<file path="config.mk">
export PLATFORM = sky130hd
export DESIGN_NAME = mdm_chg_irq
export DESIGN_NICKNAME = d
export VERILOG_FILES = /design/src/rtl/mdm_pkg.sv /design/src/rtl/mdm_sync.sv /design/src/rtl/mdm_delta_latch.sv /design/src/rtl/mdm_regfile.sv /design/src/rtl/mdm_chg_irq.sv
export SDC_FILE = /design/constraint.sdc
export NUM_CORES = 1
export LEC_CHECK = 0
export ABC_CLOCK_PERIOD_IN_PS = 1100
export BUFFER_PORTS_ARGS = -buffer_cell sky130_fd_sc_hd__buf_2
export CAP_MARGIN = 20
export CORE_MARGIN = 2
export CORE_UTILIZATION = 40
export CTS_CLUSTER_DIAMETER = 80
export DETAILED_ROUTE_END_ITERATION = 10
export PLACE_DENSITY = 0.75
export SYNTH_ARGS = -nofsm -noshare
export SYNTH_HDL_FRONTEND = slang
export SYNTH_SLANG_ARGS = --single-unit
</file>
<file path="constraint.sdc">
create_clock -name clk -period 1.1 [get_ports clk]
set_clock_uncertainty 0.05 [all_clocks]
set_input_delay 0.055 -clock clk [delete_from_list [all_inputs] [get_ports clk]]
set_output_delay 0.055 -clock clk [all_outputs]
set_load 0.05 [all_outputs]
</file>
<file path="src/rtl/mdm_pkg.sv">
package mdm_pkg;
    localparam int LINE_N  = 3;
    localparam int SYNC_N  = 2;
    localparam int AW      = 5;
    localparam int DW      = 8;
    localparam int EN_W    = 4;
    localparam int BIT_MDM = 2;
    localparam int BIT_ACK = 4;

    localparam logic [AW-1:0] OFF_LVL = 5'h10;
    localparam logic [AW-1:0] OFF_RAW = 5'h14;
    localparam logic [AW-1:0] OFF_EN  = 5'h18;
    localparam logic [AW-1:0] OFF_MSK = 5'h1C;

    // bit 0 cts, bit 1 dsr, bit 2 dcd
    typedef struct packed {
        logic dcd;
        logic dsr;
        logic cts;
    } mdm_lines_t;

    typedef enum logic [2:0] {
        SEL_LVL,
        SEL_RAW,
        SEL_EN,
        SEL_MSK,
        SEL_NONE
    } reg_sel_e;

    function automatic reg_sel_e addr_to_sel(input logic [AW-1:0] a);
        reg_sel_e s;
        case (a)
            OFF_LVL: s = SEL_LVL;
            OFF_RAW: s = SEL_RAW;
            OFF_EN:  s = SEL_EN;
            OFF_MSK: s = SEL_MSK;
            default: s = SEL_NONE;
        endcase
        return s;
    endfunction
endpackage

</file>
<file path="src/rtl/mdm_sync.sv">
module mdm_sync #(
    parameter int STAGES = 2
) (
    input  logic clk,
    input  logic rst,
    input  logic din,
    output logic dout
);
    logic [STAGES-1:0] chain_q;

    always_ff @(posedge clk) begin
        if (rst) begin
            chain_q <= '0;
        end else begin
            chain_q[0] <= din;
            for (int i = 1; i < STAGES; i++) begin
                chain_q[i] <= chain_q[i-1];
            end
        end
    end

    assign dout = chain_q[STAGES-1];
endmodule

</file>
<file path="src/rtl/mdm_delta_latch.sv">
module mdm_delta_latch #(
    parameter int W      = 3,
    parameter int SYNC_N = 2
) (
    input  logic         clk,
    input  logic         rst,
    input  logic [W-1:0] lvl,
    input  logic         ack,
    output logic         pend
);
    localparam int CW = $clog2(SYNC_N + 2);
    localparam logic [CW-1:0] ARM_AT = CW'(SYNC_N + 1);

    logic [W-1:0]  prev_q;
    logic [CW-1:0] fill_q;
    logic          pend_q;
    logic          armed;
    logic          chg;

    assign armed = (fill_q == ARM_AT);
    assign chg   = armed && (lvl != prev_q);

    always_ff @(posedge clk) begin
        if (rst) begin
            prev_q <= '0;
            fill_q <= '0;
            pend_q <= 1'b0;
        end else begin
            prev_q <= lvl;
            if (!armed) begin
                fill_q <= fill_q + 1'b1;
            end
            if (chg) begin
                pend_q <= 1'b1;
            end else if (ack) begin
                pend_q <= 1'b0;
            end
        end
    end

    assign pend = pend_q;


    set_wins_chk: assert property (@(posedge clk) disable iff (rst)
        chg |=> pend);


    ack_clears_chk: assert property (@(posedge clk) disable iff (rst)
        (ack && !chg) |=> !pend);


    pend_hold_chk: assert property (@(posedge clk) disable iff (rst)
        (pend && !ack) |=> pend);


    quiet_fill_chk: assert property (@(posedge clk) disable iff (rst)
        !armed |=> !pend);
endmodule

</file>
<file path="src/rtl/mdm_regfile.sv">
module mdm_regfile
    import mdm_pkg::*;
(
    input  logic          clk,
    input  logic          rst,
    input  logic          wr,
    input  logic [AW-1:0] addr,
    input  logic [DW-1:0] wdata,
    input  mdm_lines_t    lvl,
    input  logic          pend,
    output logic          ack,
    output logic [DW-1:0] rdata,
    output logic          irq
);
    reg_sel_e        sel;
    logic [EN_W-1:0] en_q;
    logic            masked;

    assign sel    = addr_to_sel(addr);
    assign ack    = wr && (sel == SEL_RAW) && wdata[BIT_ACK];
    assign masked = pend & en_q[BIT_MDM];
    assign irq    = masked;

    always_ff @(posedge clk) begin
        if (rst) begin
            en_q <= '0;
        end else if (wr && sel == SEL_EN) begin
            en_q <= wdata[EN_W-1:0];
        end
    end

    always_comb begin
        rdata = '0;
        case (sel)
            SEL_LVL: rdata[LINE_N-1:0] = lvl;
            SEL_RAW: rdata[BIT_MDM]    = pend;
            SEL_EN:  rdata[EN_W-1:0]   = en_q;
            SEL_MSK: rdata[BIT_MDM]    = masked;
            default: rdata = '0;
        endcase
    end


    en_hold_chk: assert property (@(posedge clk) disable iff (rst)
        !(wr && sel == SEL_EN) |=> $stable(en_q));
endmodule

</file>
<file path="src/rtl/mdm_chg_irq.sv">
module mdm_chg_irq
    import mdm_pkg::*;
(
    input  logic          clk,
    input  logic          rst,
    input  logic          cts_in,
    input  logic          dsr_in,
    input  logic          dcd_in,
    input  logic          reg_wr,
    input  logic [AW-1:0] reg_addr,
    input  logic [DW-1:0] reg_wdata,
    output logic [DW-1:0] reg_rdata,
    output logic          modem_irq
);
    logic [LINE_N-1:0] raw_lines;
    logic [LINE_N-1:0] sync_lines;
    mdm_lines_t        lvl;
    logic              pend;
    logic              ack;

    assign raw_lines = {dcd_in, dsr_in, cts_in};

    for (genvar g = 0; g < LINE_N; g++) begin : g_sync
        mdm_sync #(.STAGES(SYNC_N)) u_sync (
            .clk  (clk),
            .rst  (rst),
            .din  (raw_lines[g]),
            .dout (sync_lines[g])
        );
    end

    assign lvl = mdm_lines_t'(sync_lines);

    mdm_delta_latch #(.W(LINE_N), .SYNC_N(SYNC_N)) u_latch (
        .clk  (clk),
        .rst  (rst),
        .lvl  (sync_lines),
        .ack  (ack),
        .pend (pend)
    );

    mdm_regfile u_regs (
        .clk   (clk),
        .rst   (rst),
        .wr    (reg_wr),
        .addr  (reg_addr),
        .wdata (reg_wdata),
        .lvl   (lvl),
        .pend  (pend),
        .ack   (ack),
        .rdata (reg_rdata),
        .irq   (modem_irq)
    );
endmodule

</file>
==> results of run 1 <==
final timing paths:
check                               from                     endpoint  slack, ns  cells after the start
max          g_sync[2].u_sync.chain_q[1]                 reg_rdata[2]      -0.04                      3
min                                  rst            u_latch.fill_q[1]       0.09                      2
max reg2reg            u_latch.fill_q[0]            u_latch.fill_q[1]       0.11                      3
min reg2reg  g_sync[2].u_sync.chain_q[0]  g_sync[2].u_sync.chain_q[1]       0.39                      1
layout by cell type (no fill, tap or decap):
| master | instances |
|---|---|
| mux2i_2 | 1 |
| nor3_4 | 2 |
| nand2b_1 | 8 |
| ha_2 | 1 |
| dfxtp_2 | 5 |
| o41ai_2 | 1 |
| clkbuf_4 | 3 |
| nor2b_1 | 9 |
| o22ai_2 | 1 |
| and2_4 | 1 |
| or3b_4 | 1 |
| nand2_1 | 1 |
| o31ai_1 | 1 |
| inv_1 | 2 |
| mux2i_1 | 6 |
| dlygate4sd3_1 | 7 |
| nor2_1 | 2 |
| conb_1 | 4 |
| buf_8 | 1 |
| xor2_1 | 4 |
| and3_1 | 2 |
| nor4b_2 | 1 |
| buf_6 | 4 |
| buf_2 | 15 |
| buf_4 | 4 |
| a21oi_1 | 1 |
| dfxtp_4 | 1 |
| dfxtp_1 | 10 |
| nor3_2 | 2 |
registers in the layout (all words and copies together) (netlist names):
register	count
g_sync.u_sync.chain_q	6
u_latch.fill_q	2
u_latch.pend	1
u_latch.prev_q	3
u_regs.en_q	4
cell families after synthesis:
logic type | after synthesis | share of synthesized area [%]
AOI/OAI and AO/OA | 4 | 4.90
xor gates and xnor gates | 4 | 4.89
adders and majority gates | 1 | 1.75
buffers and inverters | 10 | 7.87
DFF | 16 | 44.8
muxes | 7 | 9.79
other | 1 | 0.524
and+or+nand+nor | 29 | 25.5
critical path, cell delays in order (launching register included):
cell     delay, ns
dfxtp_4       0.38
nor3_4        0.04
nor3_4        0.16
buf_6         0.18
per-layer routing:
layer  track usage, %  vias up  part of all wire [%]
li1                 -      288                     -
met1             16.9      255                    44
met2             23.6       20                    49
met3             3.53        2                   5.6
met4             5.14        0                  0.69
met5                0        -                     0
where the power goes:
part	internal, mW	switching (mW)	total (mW)
Clock	0.127	0.153	0.280
Sequential	0.612	0.0204	0.632
Combinational	0.0985	0.105	0.204
Total	0.837	0.279	1.12
layout make-up:
cell class	instances	area [um^2]	area share, %
Clock buffer	3	22.5	2.20
Timing Repair Buffer	31	235	23.0
Inverter	2	7.51	0.733
Sequential cell	16	330	32.2
Multi-Input combinational cell	49	398	38.8
Tap cell	25	31.3	3.05
per-stage QoR:
| stage | instance area (um^2) | setup slack, ns | util (%) |
|---|---|---|---|
| 2_1_floorplan | 748 | -0.156 | - |
| 3_3_place_gp | 846 | -0.0790 | 49.5 |
| 3_5_place_dp | 846 | -0.129 | 49.5 |
| 4_1_cts | 1020 | -0.0587 | 59.6 |
| 5_1_grt | 1020 | -0.0964 | 60.0 |
| 6_report | 1020 | -0.0362 | 60.0 |
timing repair:
action,4_1_cts,5_1_grt
setup buffers,2,0
cloned,0,0
gates resized for setup,22,2
endpoints found under the hold margin,7,0
pin swaps,2,0
endpoints found under the setup margin,5,5
hold buffers,7,0
==> impl_results.md, run 1 <==
* Final setup fails at 3
* CTS tree: built
* Most common cell in the synthesized netlist: dfxtp_1
* Post-Syn Area per Cell at ~9.9 um^2
* Ranking of synthesized cells by area: dfxtp_1 (45%), mux2i_1 (9.8%), nor2b_1 (7.9%)
* Mapped Cells at 72
* Hold Slack at a little over 0.09 ns
* Clock Tree Buf Depth at 2
* Crit end category: primary output
* Iter 0 DRT Violations at 2
* Synth cell count leaders: dfxtp_1 (16), nor2b_1 (9), nand2b_1 (8)
* Critical Path RT at 1.00 ns
* Max Cap Viol at 0
* Final HPWL DP at about 940 um
* Post-route DRC at 0
* Area delta synth->final at 43.2%
* # diodes at 0
* Gr usage total at 14.0%
* Largest net degree at the start of global routing at 21
* Initial Util at roughly two fifths
* Drt first pass iters at 2
* Worst path arrival time at slightly above 1 ns
* Rows at 15
* Final GP Congestion at 0.726
* Vias in the first global route at about 500
* Core area at around 0.0017 mm^2
* Synth cell types at 21
* DRT Wirelength at roughly 1300 um
* Gr ovfl total at 0
* First-pass GRT wire length at ~2100 um
* Layout cell share with drive strength beyond 1 at about 44%
* Post-Route Setup TNS at -0.0930 ns
* Via count at around 570
* Chip width at between 40 and 50 um
* Synth warnings at 0
* Post-route ant nets at 0
* Top Ports at 28
* Final worst path period share at 103%
* Hold WC Path Type: input port to flop
* IO Port Bufs at 20
* Worst setup SP type: flop
* Max IR drop VDD at between 0.7 and 0.8 mV
* Initial antenna violation count at 0
* Sequential fraction of the synthesis area at around 45%
* Status: complete, but fails checks
* Die H at roughly 46 um
* P_leak at approximately 0.45 nW
* Critical path start-end classification: flop to primary output
* Vias per inst at between 4 and 5
* TritonCTS buffer count at 3
* Skew-Pair Late Insertion Delay at 0.27 ns
* Final WS setup at -0.0362 ns
* Clk sinks at 16
* Cell Count Post-Placement at between 100 and 150
* Hold Fails Final Rpt at 0
* Seq cells post-synth at 16
* Fin. max-slew vios at 0
* Synthesized cell area at ~720 um^2
* CTS H-Tree Depth at 1
* Final instance count without filler cells at around 130
* Top FF cell, synth: dfxtp_1
* Filler Cell Count at approximately 160
* Clock Tree Root: clkbuf_4
* Asr flop ratio synth at 0%
* Nets at 123
* RSZ-0062 raised after global routing: true
* Final Power at between 1 and 1.5 mW
* Leading area contributor after synthesis: dfxtp_1
* Failing checks: negative setup slack
* Pwr Density at 1090 mW/mm^2
* EDFF count, synth at 0
* DR WL/cell at 10.3 um
* Fmax at slightly below 900 MHz
* Period minus WS final at 1.14 ns
* Clock-pin slew on the worst setup and hold paths at around 0.080 ns
* Max FO, Critical Path at 3
* Area fraction of the dominant cell type after synthesis at roughly 45%
* Full die area at around 0.0021 mm^2
No activity file was read; power rests on OpenSTA's default activity.
==> inputs of run 2 (changes only) <==
--- a/config.mk
+++ b/config.mk
@@ -5,7 +5,7 @@
 export SDC_FILE = /design/constraint.sdc
 export NUM_CORES = 1
 export LEC_CHECK = 0
-export ABC_CLOCK_PERIOD_IN_PS = 1100
+export ABC_CLOCK_PERIOD_IN_PS = 1400
 export BUFFER_PORTS_ARGS = -buffer_cell sky130_fd_sc_hd__buf_2
 export CAP_MARGIN = 20
 export CORE_MARGIN = 2
==> constraint.sdc (replaced) <==
create_clock -name clk -period 1.4 [get_ports clk]
set_clock_uncertainty 0.05 [all_clocks]
set_input_delay 0.07 -clock clk [delete_from_list [all_inputs] [get_ports clk]]
set_output_delay 0.07 -clock clk [all_outputs]
set_load 0.05 [all_outputs]
==> run 2 against run 1 <==
Against the previous run: first-iteration DRC count increased to 2.5 times the previous value; critical path depth unchanged; combinational power decreased by 33%; utilization decreased by 7.3 points; power decreased by 17%; largest power group unchanged; global-route usage decreased by 1.3 points; the run now ends clean.
==> impl_results.md, run 2 (synthesis results as in run 1) <==
* Status: complete, no violations (was complete, but fails checks)
* Clock Tree Root: clkbuf_4 (unchanged)
* Final instance count without filler cells at 121 (was 126)
* Clock-pin slew on the worst setup and hold paths at 0.09 ns (was 0.08 ns)
* CP peak stage delay at 0.37 ns (was 0.38 ns)
* Max Cap Viol at 0 (unchanged)
* Hold Fails Final Rpt at 0 (unchanged)
* DR WL/cell at 9.68 um (was 10.3 um)
* CP max-delay cell: dfxtp_1 (was dfxtp_4)
* Area delta synth->final at 25.9% (was 43.2%)
* Cell Count Post-Placement at 112 (was 114)
* Layout cell share with drive strength beyond 1 at 29.2% (was 43.6%)
* Vias in the first global route at 525 (was 509)
* CTS H-Tree Depth at 1 (unchanged)
* Highest-count cells in the layout ignoring fill and taps: buf_2 (20), dfxtp_1 (16), nor2b_1 (9) (was buf_2 (15), dfxtp_1 (10), nor2b_1 (9))
* Largest net degree at the start of global routing at 21 (unchanged)
* Largest reg by FF count: g_sync.u_sync.chain_q (unchanged)
* Gr ovfl total at 0 (unchanged)
* Most common cell after layout, fill and taps aside: buf_2 (unchanged)
* Vias per inst at 4.51 (was 4.48)
* Iter 0 DRT Violations at 5 (was 2)
* Clk sinks at 16 (unchanged)
* Max FO, Critical Path at 3 (unchanged)
* Number of flip-flops under the largest register name at 6 (unchanged)
* Clock Tree Buf Depth at 2 (unchanged)
* Full die area at 0.00214 mm^2 (unchanged)
* Hold buffer count at CTS at 5 (was 7)
* Final Power at 929 uW (was 1.12 mW)
* IO Port Bufs at 20 (unchanged)
* Fmax at roughly 780 MHz
* Worst-path cell chain: o22ai_1, nor3_2, buf_2 (was nor3_4, nor3_4, buf_6)
* Top Ports at 28 (unchanged)
* Pwr Density at 1030 mW/mm^2 (was 1090 mW/mm^2)
* Worst path arrival time at 1.17 ns (was 1.03 ns)
* DRT Wirelength at 1170 um (was 1300 um)
* Crit end category: primary output (unchanged)
* Chip width at 46.3 um (unchanged)
* Period minus WS final at around 1.3 ns
* Critical path start-end classification: flop to primary output (unchanged)
* Setup Buffers After CTS at 0 (was 2)
* # diodes at 0 (unchanged)
* Post-route DRC at 0 (unchanged)
* First-pass GRT wire length at 1940 um (was 2120 um)
* Rows at 15 (unchanged)
* Post-Route Setup TNS at 0 ns (was -0.0930 ns)
* Die H at 46.3 um (unchanged)
* Hold Slack at 0.00510 ns (was 0.0909 ns)
* Gr usage total at 12.6% (was 14.0%)
* RSZ-0062 raised after global routing: false (was true)
* Core area at 0.00171 mm^2 (unchanged)
* Fin. max-slew vios at 0 (unchanged)
* Top flop regs: g_sync.u_sync.chain_q x6, u_regs.en_q x4, u_latch.prev_q x3 (unchanged)
* Post-route ant nets at 0 (unchanged)
* Final setup fails at 0 (was 3)
* Nets at 117 (was 123)
* Final instance area at 901 um^2 (was 0.00102 mm^2)
* Skew-Pair Late Insertion Delay at 0.28 ns (was 0.27 ns)
* Post-place instance area at 815 um^2 (was 846 um^2)
* Via count at 546 (was 565)
* CTS tree: built (unchanged)
* Max IR drop VDD at 0.640 mV (was 0.748 mV)
* Final worst path period share at 92.0%
* TritonCTS buffer count at 3 (unchanged)
* P_leak at 0.415 nW (was 0.453 nW)
* Critical Path RT at 1.28 ns (was 1.00 ns)
* Drt first pass iters at 2 (unchanged)
* Worst setup SP type: flop (unchanged)
* Final GP Congestion at 0.687 (was 0.726)
* Initial antenna violation count at 0 (unchanged)
* Hold WC Path Type: input port to flop (unchanged)
* Post-cts gate resize count at 0 (was 22)
* Initial Util at 41.9% (unchanged)
## run 2: path summary, 6_finish.rpt
path | from | to | slack, ns | cells past startpoint
setup / recovery | u_regs.en_q[2] | reg_rdata[2] | 0.11 | 3
hold / removal | reg_wdata[1] | u_regs.en_q[1] | 0.005 | 3
setup reg to reg | g_sync[1].u_sync.chain_q[1] | u_latch.pend | 0.40 | 3
hold reg to reg | g_sync[0].u_sync.chain_q[0] | g_sync[0].u_sync.chain_q[1] | 0.40 | 1
## run 2: final cells by class
class,instances,area [um^2]
inverter,2,7.51
sequential,16,320
fill,167,807
timing repair buffer,25,150
multi-input combinational,49,355
tap,25,31.3
clock buffer,4,36.3
## run 2: metal layers
| metal | vias to the layer above | track usage [%] | part of all wire (%) |
|---|---|---|---|
| met5 | - | 0 | 0 |
| met4 | 0 | 5.14 | 0 |
| met3 | 0 | 2.35 | 5.7 |
| met2 | 19 | 25.3 | 50 |
| met1 | 253 | 12.2 | 44 |
| li1 | 274 | - | - |
## run 2: through the flow
stage / utilization (%) / worst slack [ns]
4_1_cts: 52.7 / 0.0893
3_5_place_dp: 47.7 / 0.201
6_report: 52.7 / 0.111
2_1_floorplan: - / -0.298
3_3_place_gp: 47.7 / 0.191
5_1_grt: 52.7 / 0.00689
## run 2: worst max-delay path, delay by kind of cell, from the launching register on
| family | cells | cell delay (ns) |
|---|---|---|
| AO/OA/AOI/OAI | 1 | 0.11 |
| buffers and inverters | 1 | 0.27 |
| flip-flops | 1 | 0.37 |
| AND/OR/NAND/NOR | 1 | 0.14 |
## run 2: power breakdown
part / switching [mW] / internal (mW)
registers: 0.0141 / 0.481
logic: 0.0732 / 0.0641
clock network: 0.139 / 0.158
total: 0.226 / 0.703
